<file path="config.mk">
export PLATFORM = sky130hd
export DESIGN_NAME = mbist_ctrl
export DESIGN_NICKNAME = d
export VERILOG_FILES = /design/src/rtl/mbist_pkg.sv /design/src/rtl/mbist_regs.sv /design/src/rtl/mbist_seq.sv /design/src/rtl/mbist_cmp.sv /design/src/rtl/mbist_ctrl.sv
export SDC_FILE = /design/constraint.sdc
export NUM_CORES = 1
export LEC_CHECK = 0
export BUFFER_PORTS_ARGS = -buffer_cell sky130_fd_sc_hd__clkbuf_2
export CAP_MARGIN = 20
export CORE_MARGIN = 4
export CORE_UTILIZATION = 53
export CTS_BUF_LIST = sky130_fd_sc_hd__clkbuf_8
export DETAILED_ROUTE_END_ITERATION = 10
export PLACE_DENSITY = 0.79
export RECOVER_POWER = 100
export SYNTH_ARGS = -nofsm -noshare
export SYNTH_HDL_FRONTEND = slang
export SYNTH_SLANG_ARGS = --single-unit
</file>
<file path="constraint.sdc">
create_clock -name clk -period 8.3 [get_ports clk]
set_clock_uncertainty 0.2 [all_clocks]
set_input_delay 0.415 -clock clk [delete_from_list [all_inputs] [get_ports clk]]
set_output_delay 0.415 -clock clk [all_outputs]
set_load 0.05 [all_outputs]
</file>
<file path="src/rtl/mbist_pkg.sv">
package mbist_pkg;

   typedef enum logic [1:0] {
      ST_IDLE  = 2'd0,
      ST_WR    = 2'd1,
      ST_RD    = 2'd2,
      ST_DRAIN = 2'd3
   } seq_state_t;

   localparam logic [2:0] RA_CTRL  = 3'd0;
   localparam logic [2:0] RA_LO    = 3'd1;
   localparam logic [2:0] RA_HI    = 3'd2;
   localparam logic [2:0] RA_GAP   = 3'd3;
   localparam logic [2:0] RA_FADDR = 3'd4;
   localparam logic [2:0] RA_ECNT  = 3'd5;

   localparam int B_START = 31;
   localparam int B_FAIL  = 30;
   localparam int B_HALT  = 29;
   localparam int B_ABORT = 28;
   localparam int B_DONE  = 26;
   localparam int B_VIOL  = 25;
   localparam int B_REFUS = 24;
   localparam int B_RANK  = 20;
   localparam int B_PAT   = 16;

   function automatic logic [3:0] pat_nibble(input logic [2:0] sel);
      logic [3:0] n;
      case (sel)
         3'd0:    n = 4'h0;
         3'd1:    n = 4'hF;
         3'd2:    n = 4'hA;
         3'd3:    n = 4'h5;
         3'd4:    n = 4'hC;
         3'd5:    n = 4'h3;
         3'd6:    n = 4'h9;
         default: n = 4'h6;
      endcase
      return n;
   endfunction

endpackage

</file>
<file path="src/rtl/mbist_regs.sv">
module mbist_regs
   import mbist_pkg::*;
#(
   parameter int AW    = 8,
   parameter int CNT_W = 8,
   parameter int GAP_W = 16
) (
   input  logic             clk,
   input  logic             rst_n,
   input  logic             reg_we,
   input  logic [2:0]       reg_addr,
   input  logic [31:0]      reg_wdata,
   output logic [31:0]      reg_rdata,
   input  logic             busy,
   input  logic             test_end,
   input  logic             mismatch,
   input  logic [AW-1:0]    fail_addr,
   input  logic [CNT_W-1:0] err_cnt,
   output logic             start_acc,
   output logic             abort_req,
   output logic             halt_en,
   output logic             fail_o,
   output logic [1:0]       rank,
   output logic [2:0]       pat_sel,
   output logic [AW-1:0]    lo_addr,
   output logic [AW-1:0]    hi_addr
);

   localparam logic [GAP_W-1:0] GAP_MAX = '1;

   logic             fail_q, halt_q, abort_q, done_q, viol_q, refused_q;
   logic [1:0]       rank_q;
   logic [2:0]       pat_q;
   logic [AW-1:0]    lo_q, hi_q;
   logic [GAP_W-1:0] gap_q, min_gap_q;

   logic       wr_ctrl, rank_ok, range_ok, refuse;
   logic [1:0] new_rank;
   logic       unused_wdata;

   assign unused_wdata = ^reg_wdata;

   assign wr_ctrl  = reg_we && (reg_addr == RA_CTRL);
   assign new_rank = reg_wdata[B_RANK +: 2];
   assign rank_ok  = (new_rank == 2'b01) || (new_rank == 2'b10);
   assign range_ok = (lo_q <= hi_q);

   assign start_acc = wr_ctrl && reg_wdata[B_START] && !reg_wdata[B_ABORT]
                      && !abort_q && !busy && rank_ok && range_ok;
   assign refuse    = wr_ctrl && reg_wdata[B_START] && !busy && !start_acc;
   assign abort_req = wr_ctrl && reg_wdata[B_ABORT] && busy;

   always_ff @(posedge clk or negedge rst_n) begin
      if (!rst_n) begin
         fail_q    <= 1'b0;
         halt_q    <= 1'b0;
         abort_q   <= 1'b0;
         done_q    <= 1'b0;
         viol_q    <= 1'b0;
         refused_q <= 1'b0;
         rank_q    <= 2'b00;
         pat_q     <= 3'b000;
      end else begin
         if (mismatch)
            fail_q <= 1'b1;
         else if (wr_ctrl)
            fail_q <= reg_wdata[B_FAIL];

         if (wr_ctrl) abort_q <= reg_wdata[B_ABORT];

         if (wr_ctrl && !busy) begin
            halt_q <= reg_wdata[B_HALT];
            rank_q <= new_rank;
            pat_q  <= reg_wdata[B_PAT +: 3];
         end

         if (start_acc)     done_q <= 1'b0;
         else if (test_end) done_q <= 1'b1;

         if (start_acc)   refused_q <= 1'b0;
         else if (refuse) refused_q <= 1'b1;

         if (abort_req && (gap_q < min_gap_q))
            viol_q <= 1'b1;
         else if (wr_ctrl && reg_wdata[B_VIOL])
            viol_q <= 1'b0;
      end
   end

   always_ff @(posedge clk or negedge rst_n) begin
      if (!rst_n) begin
         lo_q      <= '0;
         hi_q      <= '0;
         min_gap_q <= '0;
         gap_q     <= '0;
      end else begin
         if (reg_we && !busy && reg_addr == RA_LO) lo_q <= reg_wdata[AW-1:0];
         if (reg_we && !busy && reg_addr == RA_HI) hi_q <= reg_wdata[AW-1:0];
         if (reg_we && reg_addr == RA_GAP) min_gap_q <= reg_wdata[GAP_W-1:0];
         if (start_acc)
            gap_q <= '0;
         else if (busy && gap_q != GAP_MAX)
            gap_q <= gap_q + 1'b1;
      end
   end

   always_comb begin
      case (reg_addr)
         RA_CTRL:  reg_rdata = {busy, fail_q, halt_q, abort_q, 1'b0, done_q, viol_q,
                                refused_q, 2'b00, rank_q, 1'b0, pat_q, 16'h0000};
         RA_LO:    reg_rdata = 32'(lo_q);
         RA_HI:    reg_rdata = 32'(hi_q);
         RA_GAP:   reg_rdata = 32'(min_gap_q);
         RA_FADDR: reg_rdata = 32'(fail_addr);
         RA_ECNT:  reg_rdata = 32'(err_cnt);
         default:  reg_rdata = 32'h0;
      endcase
   end

   assign halt_en = halt_q;
   assign fail_o  = fail_q;
   assign rank    = rank_q;
   assign pat_sel = pat_q;
   assign lo_addr = lo_q;
   assign hi_addr = hi_q;

endmodule

</file>
<file path="src/rtl/mbist_seq.sv">
module mbist_seq
   import mbist_pkg::*;
#(
   parameter int AW = 8
) (
   input  logic          clk,
   input  logic          rst_n,
   input  logic          start,
   input  logic          abort,
   input  logic          halt,
   input  logic [AW-1:0] lo_addr,
   input  logic [AW-1:0] hi_addr,
   output logic [AW-1:0] mem_addr,
   output logic          mem_we,
   output logic          mem_re,
   output logic          busy,
   output logic          test_end
);

   seq_state_t    st;
   logic [AW-1:0] addr_q;
   logic          at_last;

   assign at_last = (addr_q == hi_addr);

   always_ff @(posedge clk or negedge rst_n) begin
      if (!rst_n) begin
         st     <= ST_IDLE;
         addr_q <= '0;
      end else if (abort) begin
         st <= ST_IDLE;
      end else begin
         case (st)
            ST_IDLE: if (start) begin
               st     <= ST_WR;
               addr_q <= lo_addr;
            end
            ST_WR: if (at_last) begin
               st     <= ST_RD;
               addr_q <= lo_addr;
            end else begin
               addr_q <= addr_q + 1'b1;
            end
            ST_RD: if (halt || at_last)
               st <= ST_DRAIN;
            else
               addr_q <= addr_q + 1'b1;
            ST_DRAIN: st <= ST_IDLE;
            default:  st <= ST_IDLE;
         endcase
      end
   end

   assign mem_addr = addr_q;
   assign mem_we   = (st == ST_WR);
   assign mem_re   = (st == ST_RD);
   assign busy     = (st != ST_IDLE);
   assign test_end = (st == ST_DRAIN);

endmodule

</file>
<file path="src/rtl/mbist_cmp.sv">
module mbist_cmp #(
   parameter int AW    = 8,
   parameter int DW    = 32,
   parameter int CNT_W = 8
) (
   input  logic             clk,
   input  logic             rst_n,
   input  logic             clear,
   input  logic             kill,
   input  logic             rd_issue,
   input  logic [AW-1:0]    issue_addr,
   input  logic [DW-1:0]    rdata,
   input  logic [DW-1:0]    expect_word,
   output logic             mismatch,
   output logic [CNT_W-1:0] err_cnt,
   output logic [AW-1:0]    first_addr
);

   localparam int LANES = DW / 4;
   localparam logic [CNT_W-1:0] CNT_MAX = '1;

   logic             vld_q;
   logic [AW-1:0]    addr_q;
   logic [LANES-1:0] lane_bad;
   logic [CNT_W-1:0] cnt_q;
   logic [AW-1:0]    first_q;

   for (genvar g = 0; g < LANES; g++) begin : g_lane
      assign lane_bad[g] = (rdata[g*4 +: 4] != expect_word[g*4 +: 4]);
   end

   assign mismatch = vld_q && (|lane_bad);

   always_ff @(posedge clk or negedge rst_n) begin
      if (!rst_n) begin
         vld_q   <= 1'b0;
         addr_q  <= '0;
         cnt_q   <= '0;
         first_q <= '0;
      end else begin
         vld_q  <= rd_issue && !kill;
         addr_q <= issue_addr;
         if (clear) begin
            cnt_q   <= '0;
            first_q <= '0;
         end else if (mismatch) begin
            if (cnt_q == '0) first_q <= addr_q;
            if (cnt_q != CNT_MAX) cnt_q <= cnt_q + 1'b1;
         end
      end
   end

   assign err_cnt    = cnt_q;
   assign first_addr = first_q;

endmodule

</file>
<file path="src/rtl/mbist_ctrl.sv">
module mbist_ctrl
   import mbist_pkg::*;
#(
   parameter int AW    = 8,
   parameter int DW    = 32,
   parameter int CNT_W = 8,
   parameter int GAP_W = 16
) (
   input  logic          clk,
   input  logic          rst_n,
   input  logic          reg_we,
   input  logic [2:0]    reg_addr,
   input  logic [31:0]   reg_wdata,
   output logic [31:0]   reg_rdata,
   output logic [AW-1:0] mem_addr,
   output logic [DW-1:0] mem_wdata,
   input  logic [DW-1:0] mem_rdata,
   output logic          mem_we,
   output logic          mem_re,
   output logic [1:0]    mem_rank
);

   localparam int LANES = DW / 4;

   initial begin
      assert (DW >= 4 && (DW % 4) == 0) else $error("DW must be a multiple of 4");
      assert (AW >= 1 && AW <= 32)      else $error("AW out of range");
      assert (CNT_W >= 1 && CNT_W <= 32) else $error("CNT_W out of range");
      assert (GAP_W >= 1 && GAP_W <= 32) else $error("GAP_W out of range");
   end

   logic             start_acc, abort_req, halt_en, fail_flag;
   logic             busy, test_end, mismatch;
   logic [1:0]       rank;
   logic [2:0]       pat_sel;
   logic [AW-1:0]    lo_addr, hi_addr, first_addr;
   logic [CNT_W-1:0] err_cnt;
   logic [3:0]       nib;
   logic [DW-1:0]    pat_word;

   assign nib = pat_nibble(pat_sel);

   for (genvar g = 0; g < LANES; g++) begin : g_pat
      assign pat_word[g*4 +: 4] = nib;
   end

   mbist_regs #(.AW(AW), .CNT_W(CNT_W), .GAP_W(GAP_W)) u_regs (
      .clk       (clk),
      .rst_n     (rst_n),
      .reg_we    (reg_we),
      .reg_addr  (reg_addr),
      .reg_wdata (reg_wdata),
      .reg_rdata (reg_rdata),
      .busy      (busy),
      .test_end  (test_end),
      .mismatch  (mismatch),
      .fail_addr (first_addr),
      .err_cnt   (err_cnt),
      .start_acc (start_acc),
      .abort_req (abort_req),
      .halt_en   (halt_en),
      .fail_o    (fail_flag),
      .rank      (rank),
      .pat_sel   (pat_sel),
      .lo_addr   (lo_addr),
      .hi_addr   (hi_addr)
   );

   mbist_seq #(.AW(AW)) u_seq (
      .clk      (clk),
      .rst_n    (rst_n),
      .start    (start_acc),
      .abort    (abort_req),
      .halt     (mismatch && halt_en),
      .lo_addr  (lo_addr),
      .hi_addr  (hi_addr),
      .mem_addr (mem_addr),
      .mem_we   (mem_we),
      .mem_re   (mem_re),
      .busy     (busy),
      .test_end (test_end)
   );

   mbist_cmp #(.AW(AW), .DW(DW), .CNT_W(CNT_W)) u_cmp (
      .clk         (clk),
      .rst_n       (rst_n),
      .clear       (start_acc),
      .kill        (abort_req),
      .rd_issue    (mem_re),
      .issue_addr  (mem_addr),
      .rdata       (mem_rdata),
      .expect_word (pat_word),
      .mismatch    (mismatch),
      .err_cnt     (err_cnt),
      .first_addr  (first_addr)
   );

   assign mem_wdata = pat_word;
   assign mem_rank  = rank;

endmodule

</file>
==> results of run 1 <==
==> through the flow <==
step           util [%]  std cells  setup slack (ps)  hold WS (ps)
2_1_floorplan         -        645              4650         -80.6
3_3_place_gp       60.0        870              5030           245
3_5_place_dp       60.0        870              4950           258
4_1_cts            61.9        887              4950          55.2
5_1_grt            60.5        887              3630          60.3
6_report           60.5        887              3870          64.2
==> critical path: stages (launching register included) <==
cell and delay [ps]:
dfrtp_1 420, inv_1 140, ha_1 320, nand3b_1 220
or4_1 640, o31ai_1 1550, clkbuf_1 660, nor2_1 140
==> layout by cell type, fill, tap and decap left out, drive strengths merged, types with 9 or more instances in the layout <==
master  Yosys  routed
and3       12      12
o211ai     14      14
nor2       42      42
mux2       32      32
nand2      46      46
nor4        9       9
nand4      17      17
inv        45      48
ha         32      32
or4         9       9
o21ai      35      35
dfrtp      94      94
nand3      29      29
a21oi      32      32
mux2i      13      13
and2       12      12
clkbuf     12     147
xnor2      19      19
nor3        9       9
==> cells in the mapped netlist (3+ instances only) <==
cell type / n
buf_4: 33
or4_1: 8
nand3_1: 29
nand2b_1: 4
a21oi_1: 32
ha_1: 32
clkbuf_1: 12
buf_1: 3
nor3_1: 9
a221oi_1: 5
o211ai_1: 14
mux2i_1: 13
xor2_1: 7
and2_1: 12
xnor2_1: 18
o2bb2ai_1: 6
mux2_2: 30
inv_1: 45
a22oi_1: 5
nand2_1: 45
o22ai_1: 4
dfrtp_1: 94
o32ai_1: 3
or3_1: 3
nand4_1: 17
o31ai_1: 7
or2_2: 3
buf_2: 6
o21ai_0: 33
nor2b_1: 7
nor4_1: 9
nor2_1: 42
a21o_1: 3
and3_1: 12
==> where the power goes <==
part | switching [mW] | internal, mW
Combinational | 1.30 | 0.470
Sequential | 0.249 | 0.642
Clock | 0.176 | 0.142
==> layer usage <==
| layer | routed length (um) | GRT usage [%] |
|---|---|---|
| met1 | 6550 | 32.5 |
| met2 | 8470 | 44.8 |
| met3 | 1700 | 4.07 |
| met4 | 297 | 7.84 |
| met5 | 0 | 0 |
==> how the worst max path moves through the flow <==
stage,start,to,slack [ps],cells past startpoint
6_report,u_seq.st[0]$_DFFE_PN0P_,u_regs.gap_q[11]$_DFFE_PN0P_,3870,7
5_1_grt,u_seq.st[0]$_DFFE_PN0P_,u_regs.gap_q[5]$_DFFE_PN0P_,3630,7
2_1_floorplan,u_regs.pat_sel[0]$_DFFE_PN0P_,u_seq.mem_addr[0]$_DFFE_PN0P_,4650,7
3_5_place_dp,u_regs.pat_sel[0]$_DFFE_PN0P_,u_seq.mem_addr[0]$_DFFE_PN0P_,4950,6
3_3_place_gp,u_regs.pat_sel[0]$_DFFE_PN0P_,u_seq.mem_addr[0]$_DFFE_PN0P_,5030,6
4_1_cts,u_regs.pat_sel[0]$_DFFE_PN0P_,u_seq.mem_addr[0]$_DFFE_PN0P_,4950,6
==> registers in the layout, indices dropped and copies added, names as in the netlist, 2 cells and up <==
| name | cells |
|---|---|
| u_cmp.err_cnt | 8 |
| u_regs.rank | 2 |
| u_regs.lo_addr | 8 |
| u_cmp.addr_q | 8 |
| u_seq.st | 2 |
| u_cmp.first_addr | 8 |
| u_regs.hi_addr | 8 |
| u_regs.pat_sel | 3 |
| u_seq.mem_addr | 8 |
| u_regs.min_gap_q | 16 |
| u_regs.gap_q | 16 |
==> final cells by class <==
class / instances / share of cell area [%]
clock buffer: 9 / 1.87
clock inverter: 7 / 1.17
inverter: 45 / 2.55
multi-input combinational: 452 / 47.0
sequential: 94 / 35.6
tap: 140 / 2.65
timing repair buffer: 140 / 9.23
==> cells by family after synthesis <==
logic type	share of synthesized area, %
adders and majority gates	6.69
and+or+nand+nor	18.2
DFF	39.3
muxes	8.32
other	0.0626
xor gates and xnor gates	4.12
AOI/OAI and AO/OA	14.9
buffers and inverters	8.40
==> impl_metrics.csv, run 1 <==
group,metric,value,unit
outcome,status,"finished, violations left",
outcome,failed_checks,"capacitance limit, slew limit",
critical_path,reg2reg_setup_slack,3870,ps
sta,max_freq,226,MHz
hold_path,hp-start,"reg_wdata[8]",
routing,detail-route-antenna-nets,0,
critical_path,required,8330,ps
run,max-cap-violations,2,
clocking,cts_buffer_depth,2,
floorplanning,die_w,114,um
yosys,yosys-top-cells-area,"dfrtp_1, ha_1, mux2_2",
global_route,grt_max_degree,52,
routing,routed_wirelength,17000,um
clocking,clkTransAtPathRegs,100,ps
yosys,synth_warnings,0,
yosys,synthCells,642,
yosys,netlist_area,0.00599,sq mm
sta,relSlewSlack,-67.3,%
clocking,h-tree-depth,3,
floorplanning,core,0.0109,sq mm
sta,slew_violations,62,
clocking,root_buffer,"clkbuf_8",
global_route,grt_util_all_layers,25.6,%
yosys,synth_edf_count,0,
yosys,synth-seq-cells,94,
routing,drc_errors,0,
critical_path,r2r-start,"u_seq.st[0]$_DFFE_PN0P_",
routing,dr.pass1.iters,5,
floorplanning,die_area,0.0131,sq mm
place,port_buffers,135,
yosys,synth_top_area_share,39.3,%
layout,drive_above_1_share,15.3,%
critical_path,path_class,"register to register",
yosys,synth.distinct_cells,62,
critical_path,timing.rr.end,"u_regs.gap_q[11]$_DFFE_PN0P_",
sta,tns,0,ps
layout,final_cell_area,0.00662,sq mm
yosys,synth_seq_area_share,39.3,%
floorplanning,die_h,114,um
place,gp_congestion,0.957,
global_route,antenna_found_initial,0,
hold_path,min_to,"u_regs.min_gap_q[8]$_DFFE_PN0P_",
routing,detail_route.wl_per_cell,19.2,um
routing,drt-vias-per-instance,6.09,
hold_path,worstHoldPathCells,2,
clocking,post_cts_resized,0,
routing,vias,5400,
clocking,cts_hold_buf,1,
place,dp_hpwl,13100,um
global_route,grt_pass1_vias,5220,
critical_path,cp_max_fo,17,
layout,nets,844,
layout,antennaDiodeCount,0,
floorplanning,num_rows,38,
yosys,synth_top_flop_cell,"dfrtp_1",
sta,finalHoldViolCount,0,
critical_path,start_kind,"register",
sta,finalCritPeriodShare,53.4,%
power_and_ir_drop,p_per_area,451,mW/mm^2
layout,nFillCells,970,
sta,fin_crit,4430,ps
clocking,post_cts_buffers,0,
global_route,grt_pass1_wl,26400,um
global_route,overflow,0,
yosys,synthArstFlopShare,100,%
clocking,cts_tree,"done",
critical_path,end_kind,"register",
sta,max_slew.worst_pin.slew,2510,ps
power_and_ir_drop,total_power,2.98,mW
layout,multi_input_area,0.00311,sq mm
layout,regArea,0.00235,sq mm
place,post_dp_cell_area,0.00656,sq mm
floorplanning,start_util,54.7,%
clocking,clk_latency,380,ps
layout,syn2layout_area_growth,10.5,%
yosys,synth_area_per_cell,9.33,sq um
clocking,numCtsBuffers,9,
sta,rsz0062_at_grt,"no",
clocking,clock-sinks,94,
power_and_ir_drop,ir_drop,0.500,mV
hold_path,hold_path_class,"primary input to register",
floorplanning,ios,146,
critical_path,rr_worst_depth,7,
routing,drtIter0Drc,466,
yosys,synth_top_cell_by_area,"dfrtp_1",
power_and_ir_drop,power_leakage,2.92,nW
critical_path,cp.arrival,4470,ps
sta,setup_viol,0,
Power figures use the tool's default switching activity.
==> inputs of run 2 (changes only) <==
ABC_AREA = 1   (was unset)
CORE_UTILIZATION = 51   (was 53)
PLACE_DENSITY = 0.8   (was 0.79)
clock period = 3.8 ns   (was 8.3 ns; I/O delays follow)
==> impl_metrics.csv, run 2 <==
group,metric,value,unit
layout,antennaDiodeCount,0,
yosys,yosys-top-cells-area,"dfrtp_1, nand2_1, inv_1",
yosys,synthTopCellsByCount,"nand2_1, inv_1, dfrtp_1",
hold_path,hold_path_class,"primary input to register",
yosys,synthArstFlopShare,100,%
yosys,synth_area_per_cell,7.41,sq um
yosys,synth.distinct_cells,38,
routing,drc_errors,0,
critical_path,path_class,"register to register",
sta,slew_violations,69,
layout,multi_input_area,0.00297,sq mm
critical_path,cp.arrival,3220,ps
critical_path,reg2reg_setup_slack,650,ps
place,gp_congestion,0.900,
sta,rsz0062_at_grt,"no",
layout,final_common_cell,"nand2_1",
critical_path,critPathMaxStageDelay,440,ps
sta,finalCritPeriodShare,82.9,%
clocking,clkTransAtPathRegs,90,ps
yosys,synth_seq_area_share,38.6,%
place,dp_hpwl,12100,um
clocking,root_buffer,"clkbuf_8",
critical_path,cp_slowest_cell,"a21oi_4",
outcome,status,"finished, violations left",
clocking,clock-sinks,94,
power_and_ir_drop,ir_drop,0.502,mV
clocking,post_cts_buffers,0,
sta,max_slew.worst_pin.slew,1690,ps
floorplanning,ios,146,
floorplanning,die_w,117,um
sta,tns,0,ps
floorplanning,die_area,0.0137,sq mm
sta,fin_crit,3150,ps
clocking,post_cts_resized,0,
floorplanning,start_util,52.6,%
critical_path,path_common_cell,"nand2_1",
clocking,cts_hold_buf,26,
yosys,synth_warnings,0,
power_and_ir_drop,total_power,6.11,mW
yosys,netlist_area,0.00609,sq mm
global_route,overflow,0,
global_route,grt_util_all_layers,23.8,%
layout,nFillCells,1091,
floorplanning,num_rows,39,
global_route,grt_pass1_vias,5342,
routing,drtIter0Drc,401,
clocking,h-tree-depth,3,
layout,largestRegisters,"u_regs.gap_q: 16 flops, u_regs.min_gap_q: 16 flops",
sta,relSlewSlack,-12.9,%
yosys,synth_top_cell_by_area,"dfrtp_1",
critical_path,end_kind,"register",
routing,drt-vias-per-instance,5.25,
global_route,grt_max_degree,69,
layout,regArea,0.00235,sq mm
layout,syn2layout_area_growth,15.8,%
yosys,synth_edf_count,0,
place,port_buffers,135,
layout,drive_above_1_share,10.3,%
yosys,synth_top_area_share,38.6,%
clocking,cts_tree,"done",
critical_path,required,3870,ps
routing,routed_wirelength,16200,um
yosys,synth-seq-cells,94,
power_and_ir_drop,power_leakage,3.63,nW
yosys,synthCells,822,
global_route,grt_pass1_wl,25700,um
routing,detail-route-antenna-nets,0,
yosys,synth_top_flop_cell,"dfrtp_1",
global_route,antenna_found_initial,0,
run,max-cap-violations,1,
clocking,cts_buffer_depth,2,
routing,vias,5786,
floorplanning,core,0.0116,sq mm
yosys,synth.most_common_cell,"nand2_1",
sta,max_freq,317,MHz
layout,final_cell_mix,"nand2_1, inv_1, dfrtp_1, nor2_1, clkbuf_1",
floorplanning,die_h,117,um
routing,detail_route.wl_per_cell,14.7,um
sta,finalHoldViolCount,0,
sta,setup_viol,0,
layout,nets,1056,
power_and_ir_drop,p_per_area,867,mW/mm^2
clocking,clk_latency,370,ps
critical_path,path_cells,"inv_1, ha_1, nand2_1, nor2_4, inv_1, nor2_1, clkinv_1, nor2_4, nand2_1, a21oi_4, nand2_4, nand2_1, nand2_1",
clocking,numCtsBuffers,9,
critical_path,start_kind,"register",
outcome,failed_checks,"capacitance limit, slew limit",
critical_path,cp_max_fo,13,
routing,dr.pass1.iters,7,
-- run 2: cell count changes after synthesis, sizes merged, moves of 18 or more --
cell and delta:
nand2 +177, inv +69, nor2 +38, mux2 -32
nand3 +30, xnor2 -18
-- run 2: final cells by class --
cell class	count	share of cell area, %
clock buffers	10	1.95
flip-flops and latches	94	33.4
well taps	143	2.54
clock inverters	6	1.88
repair buffers	163	12.1
inverters	114	6.07
multi-input cells	572	42.1
-- run 2: stage by stage --
| step | worst slack, ps | hold slack [ps] | area, sq um | util (%) | cells |
|---|---|---|---|---|---|
| after floorplan | 1620 | -306 | 6100 | - | 825 |
| after global routing | 370 | 39.3 | 7050 | 60.9 | 1102 |
| after CTS | 976 | 31.5 | 7200 | 62.3 | 1102 |
| after detailed placement | 995 | 150 | 6670 | 57.7 | 1060 |
| after global placement | 1080 | 155 | 6670 | 57.7 | 1060 |
| final | 649 | 16.6 | 7050 | 60.9 | 1102 |
-- run 2: where the power goes --
group / switching (mW) / total (mW) / internal (mW)
clock network: 0.363 / 0.884 / 0.520
logic: 2.74 / 3.54 / 0.804
registers: 0.351 / 1.69 / 1.34
-- run 2: kinds of logic after synthesis --
| group | after synthesis | synth area share, % |
|---|---|---|
| AO/OA/AOI/OAI | 114 | 11.2 |
| XOR/XNOR | 17 | 2.45 |
| adder cells (fa/ha/maj) | 32 | 6.58 |
| buffers and inverters | 159 | 12.0 |
| flip-flops | 94 | 38.6 |
| other | 1 | 0.0616 |
| AND/OR/NAND/NOR | 405 | 29.1 |
-- run 2: worst paths after layout --
path                                      startpoint                         endpoint  cells past startpoint
max in group asynchronous                      rst_n       u_regs.rank[0]$_DFFE_PN0P_                      3
setup reg to reg             u_seq.st[0]$_DFFE_PN0P_    u_seq.mem_addr[6]$_DFFE_PN0P_                     13
hold / removal                         reg_wdata[31]     u_regs.refused_q$_DFFE_PN0P_                      5
hold reg to reg            u_cmp.addr_q[6]$_DFF_PN0_  u_cmp.first_addr[6]$_DFFE_PN0P_                      2
setup / recovery             u_seq.st[0]$_DFFE_PN0P_    u_seq.mem_addr[6]$_DFFE_PN0P_                     13
min in group asynchronous                      rst_n        u_cmp.addr_q[4]$_DFF_PN0_                      2
-- run 2: critical path, delay by kind of cell, from the launching register on --
family | cells | cell delay (ps)
simple gates | 8 | 1230
compound gates | 1 | 440
buf+inv | 3 | 320
flops | 1 | 430
fa+ha+maj | 1 | 400
-- run 2: metal layers --
metal,global-route usage (%),wire length (um)
met5,0,0
met4,6.88,289
met3,3.86,1140
met2,41.0,7810
met1,31.0,6950
==> inputs of run 3 (changes only) <==
ABC_AREA = 0   (was 1)
clock period = 2.6 ns   (was 3.8 ns; I/O delays follow)
==> impl_metrics.csv, run 3 (synthesized netlist as in run 1, its figures left out) <==
group,metric,value,unit
sta,fin_crit,2580,ps
critical_path,end_kind,"register",
sta,relSlewSlack,26.8,%
power_and_ir_drop,power_leakage,3.32,nW
layout,final_common_cell,"dfrtp_1",
clocking,clock-sinks,94,
routing,drtIter0Drc,466,
global_route,overflow,0,
clocking,cts_buffer_depth,2,
critical_path,cp_slowest_cell,"dfrtp_2",
layout,final_cell_area,0.00741,sq mm
routing,dr.pass1.iters,5,
layout,largestRegisters,"u_regs.gap_q: 16 flops, u_regs.min_gap_q: 16 flops",
power_and_ir_drop,p_per_area,1380,mW/mm^2
floorplanning,ios,146,
sta,max_slew.worst_pin.slew,1100,ps
clocking,cts_tree,"done",
place,gp_congestion,0.970,
critical_path,path_cells,"buf_6, o21a_1, o211ai_1, a21boi_4, or3_4, a221oi_4, buf_6, nand2_4, mux2_4",
critical_path,critPathMaxStageDelay,420,ps
critical_path,required,2660,ps
place,pre_cts_ws,-131,ps
place,port_buffers,135,
hold_path,hold_path_class,"primary input to register",
sta,max_freq,388,MHz
clocking,clkTransAtPathRegs,90,ps
routing,drt-vias-per-instance,5.91,
layout,finalCoreUtilization,64.6,%
layout,syn2layout_area_growth,23.8,%
global_route,grt_pass1_vias,5775,
clocking,numCtsBuffers,9,
sta,rsz0062_at_grt,"yes",
clocking,h-tree-depth,3,
global_route,grt_pass1_wl,28900,um
sta,setup_viol,0,
clocking,clk_latency,380,ps
sta,final.setup.worst_slack,23.0,ps
critical_path,path_common_cell,"buf_6",
place,post_dp_cell_area,0.00698,sq mm
power_and_ir_drop,ir_drop,1.69,mV
floorplanning,num_rows,39,
sta,slew_violations,0,
routing,detail_route.wl_per_cell,18.9,um
floorplanning,start_util,52.2,%
routing,routed_wirelength,18300,um
critical_path,start_kind,"register",
global_route,grt_util_all_layers,27.6,%
layout,drive_above_1_share,22.1,%
sta,finalHoldViolCount,0,
routing,vias,5739,
layout,nFillCells,975,
power_and_ir_drop,total_power,10.3,mW
critical_path,path_class,"register to register",
floorplanning,die_w,116,um
sta,finalCritPeriodShare,99.1,%
layout,nets,924,
global_route,grt_max_degree,52,
critical_path,cp.arrival,2640,ps
global_route,antenna_found_initial,0,
run,max-cap-violations,0,
floorplanning,die_h,116,um
clocking,root_buffer,"clkbuf_8",
layout,final_cell_mix,"dfrtp_1, clkbuf_1, clkbuf_2, inv_1, nand2_1",
floorplanning,core,0.0115,sq mm
outcome,status,"finished, final reports clean",
routing,detail-route-antenna-nets,0,
critical_path,cp_max_fo,5,
place,dp_hpwl,13900,um
floorplanning,die_area,0.0135,sq mm
routing,drc_errors,0,
## run 3: cell types whose count changed in the layout (fill, tap and decap cells not counted), moves of 15 or more
cell / delta
mux2_2: +28
nand3_1: -28
xnor2_1: +15
buf_4: +36
o21ai_0: -25
nand2_1: -175
inv_1: -63
nor2_1: -37
## run 3: what timing repair did
item                                    CTS  global route
buffers inserted                          1             4
pin swaps                                 1             9
endpoints found under the setup margin   14            23
hold buffers                             28             0
hold endpoints to repair                 85             0
resized for setup                         7            20
cloned                                    0             1
## run 3: worst max-delay path: cells and delay by family (launching register included)
family,cells,cell delay [ps]
AOI/OAI and AO/OA,4,750
buffers and inverters,2,280
DFF,1,420
muxes,1,310
and+or+nand+nor,2,490
## run 3: routing by layer
layer  GRT usage [%]  share of wire [%]  routed length [um]  vias to the layer above
met5               0                  0                   0                        -
met4            11.1                2.2                 403                        0
met3            4.56                8.0                1460                       37
met2            47.3                 50                9140                      265
met1            34.9                 40                7330                     2812
li1                -                  -                   -                     2625
## run 3: report_power, final
part	total [mW]	switching, mW	internal [mW]
registers	2.72	0.659	2.06
clock network	0.956	0.516	0.440
logic	6.59	4.58	2.01
## run 3: path summary, 6_finish.rpt
kind	slack, ps	depth (start not counted)	start	endpoint
setup / recovery	20	9	u_regs.pat_sel[2]$_DFFE_PN0P_	u_seq.mem_addr[1]$_DFFE_PN0P_
hold / removal	110	4	reg_wdata[28]	u_cmp.vld_q$_DFF_PN0_
setup reg to reg	20	9	u_regs.pat_sel[2]$_DFFE_PN0P_	u_seq.mem_addr[1]$_DFFE_PN0P_
hold reg to reg	290	1	u_regs.fail_o$_DFFE_PN0P_	u_regs.fail_o$_DFFE_PN0P_
max in group asynchronous	510	3	rst_n	u_cmp.addr_q[4]$_DFF_PN0_
min in group asynchronous	290	2	rst_n	u_regs.gap_q[8]$_DFFE_PN0P_
## run 3: layout make-up
class | instances | area (sq um) | area share, %
multi-input cells | 452 | 3250 | 43.9
flip-flops and latches | 94 | 2360 | 31.8
repair buffers | 220 | 1260 | 17.0
well taps | 143 | 179 | 2.41
inverters | 45 | 169 | 2.28
clock buffers | 9 | 124 | 1.67
clock inverters | 7 | 65.1 | 0.878
diodes | 1 | 2.50 | 0.0338
## run 3: metrics by stage
stage                     hold WS (ps)  cells  setup TNS, ps
after floorplan                   -366    645          -2090
after global placement           -39.5    920          -24.6
after detailed placement         -24.9    920           -978
after CTS                         96.2    965              0
after global routing               174    970           -607
final                              110    971              0
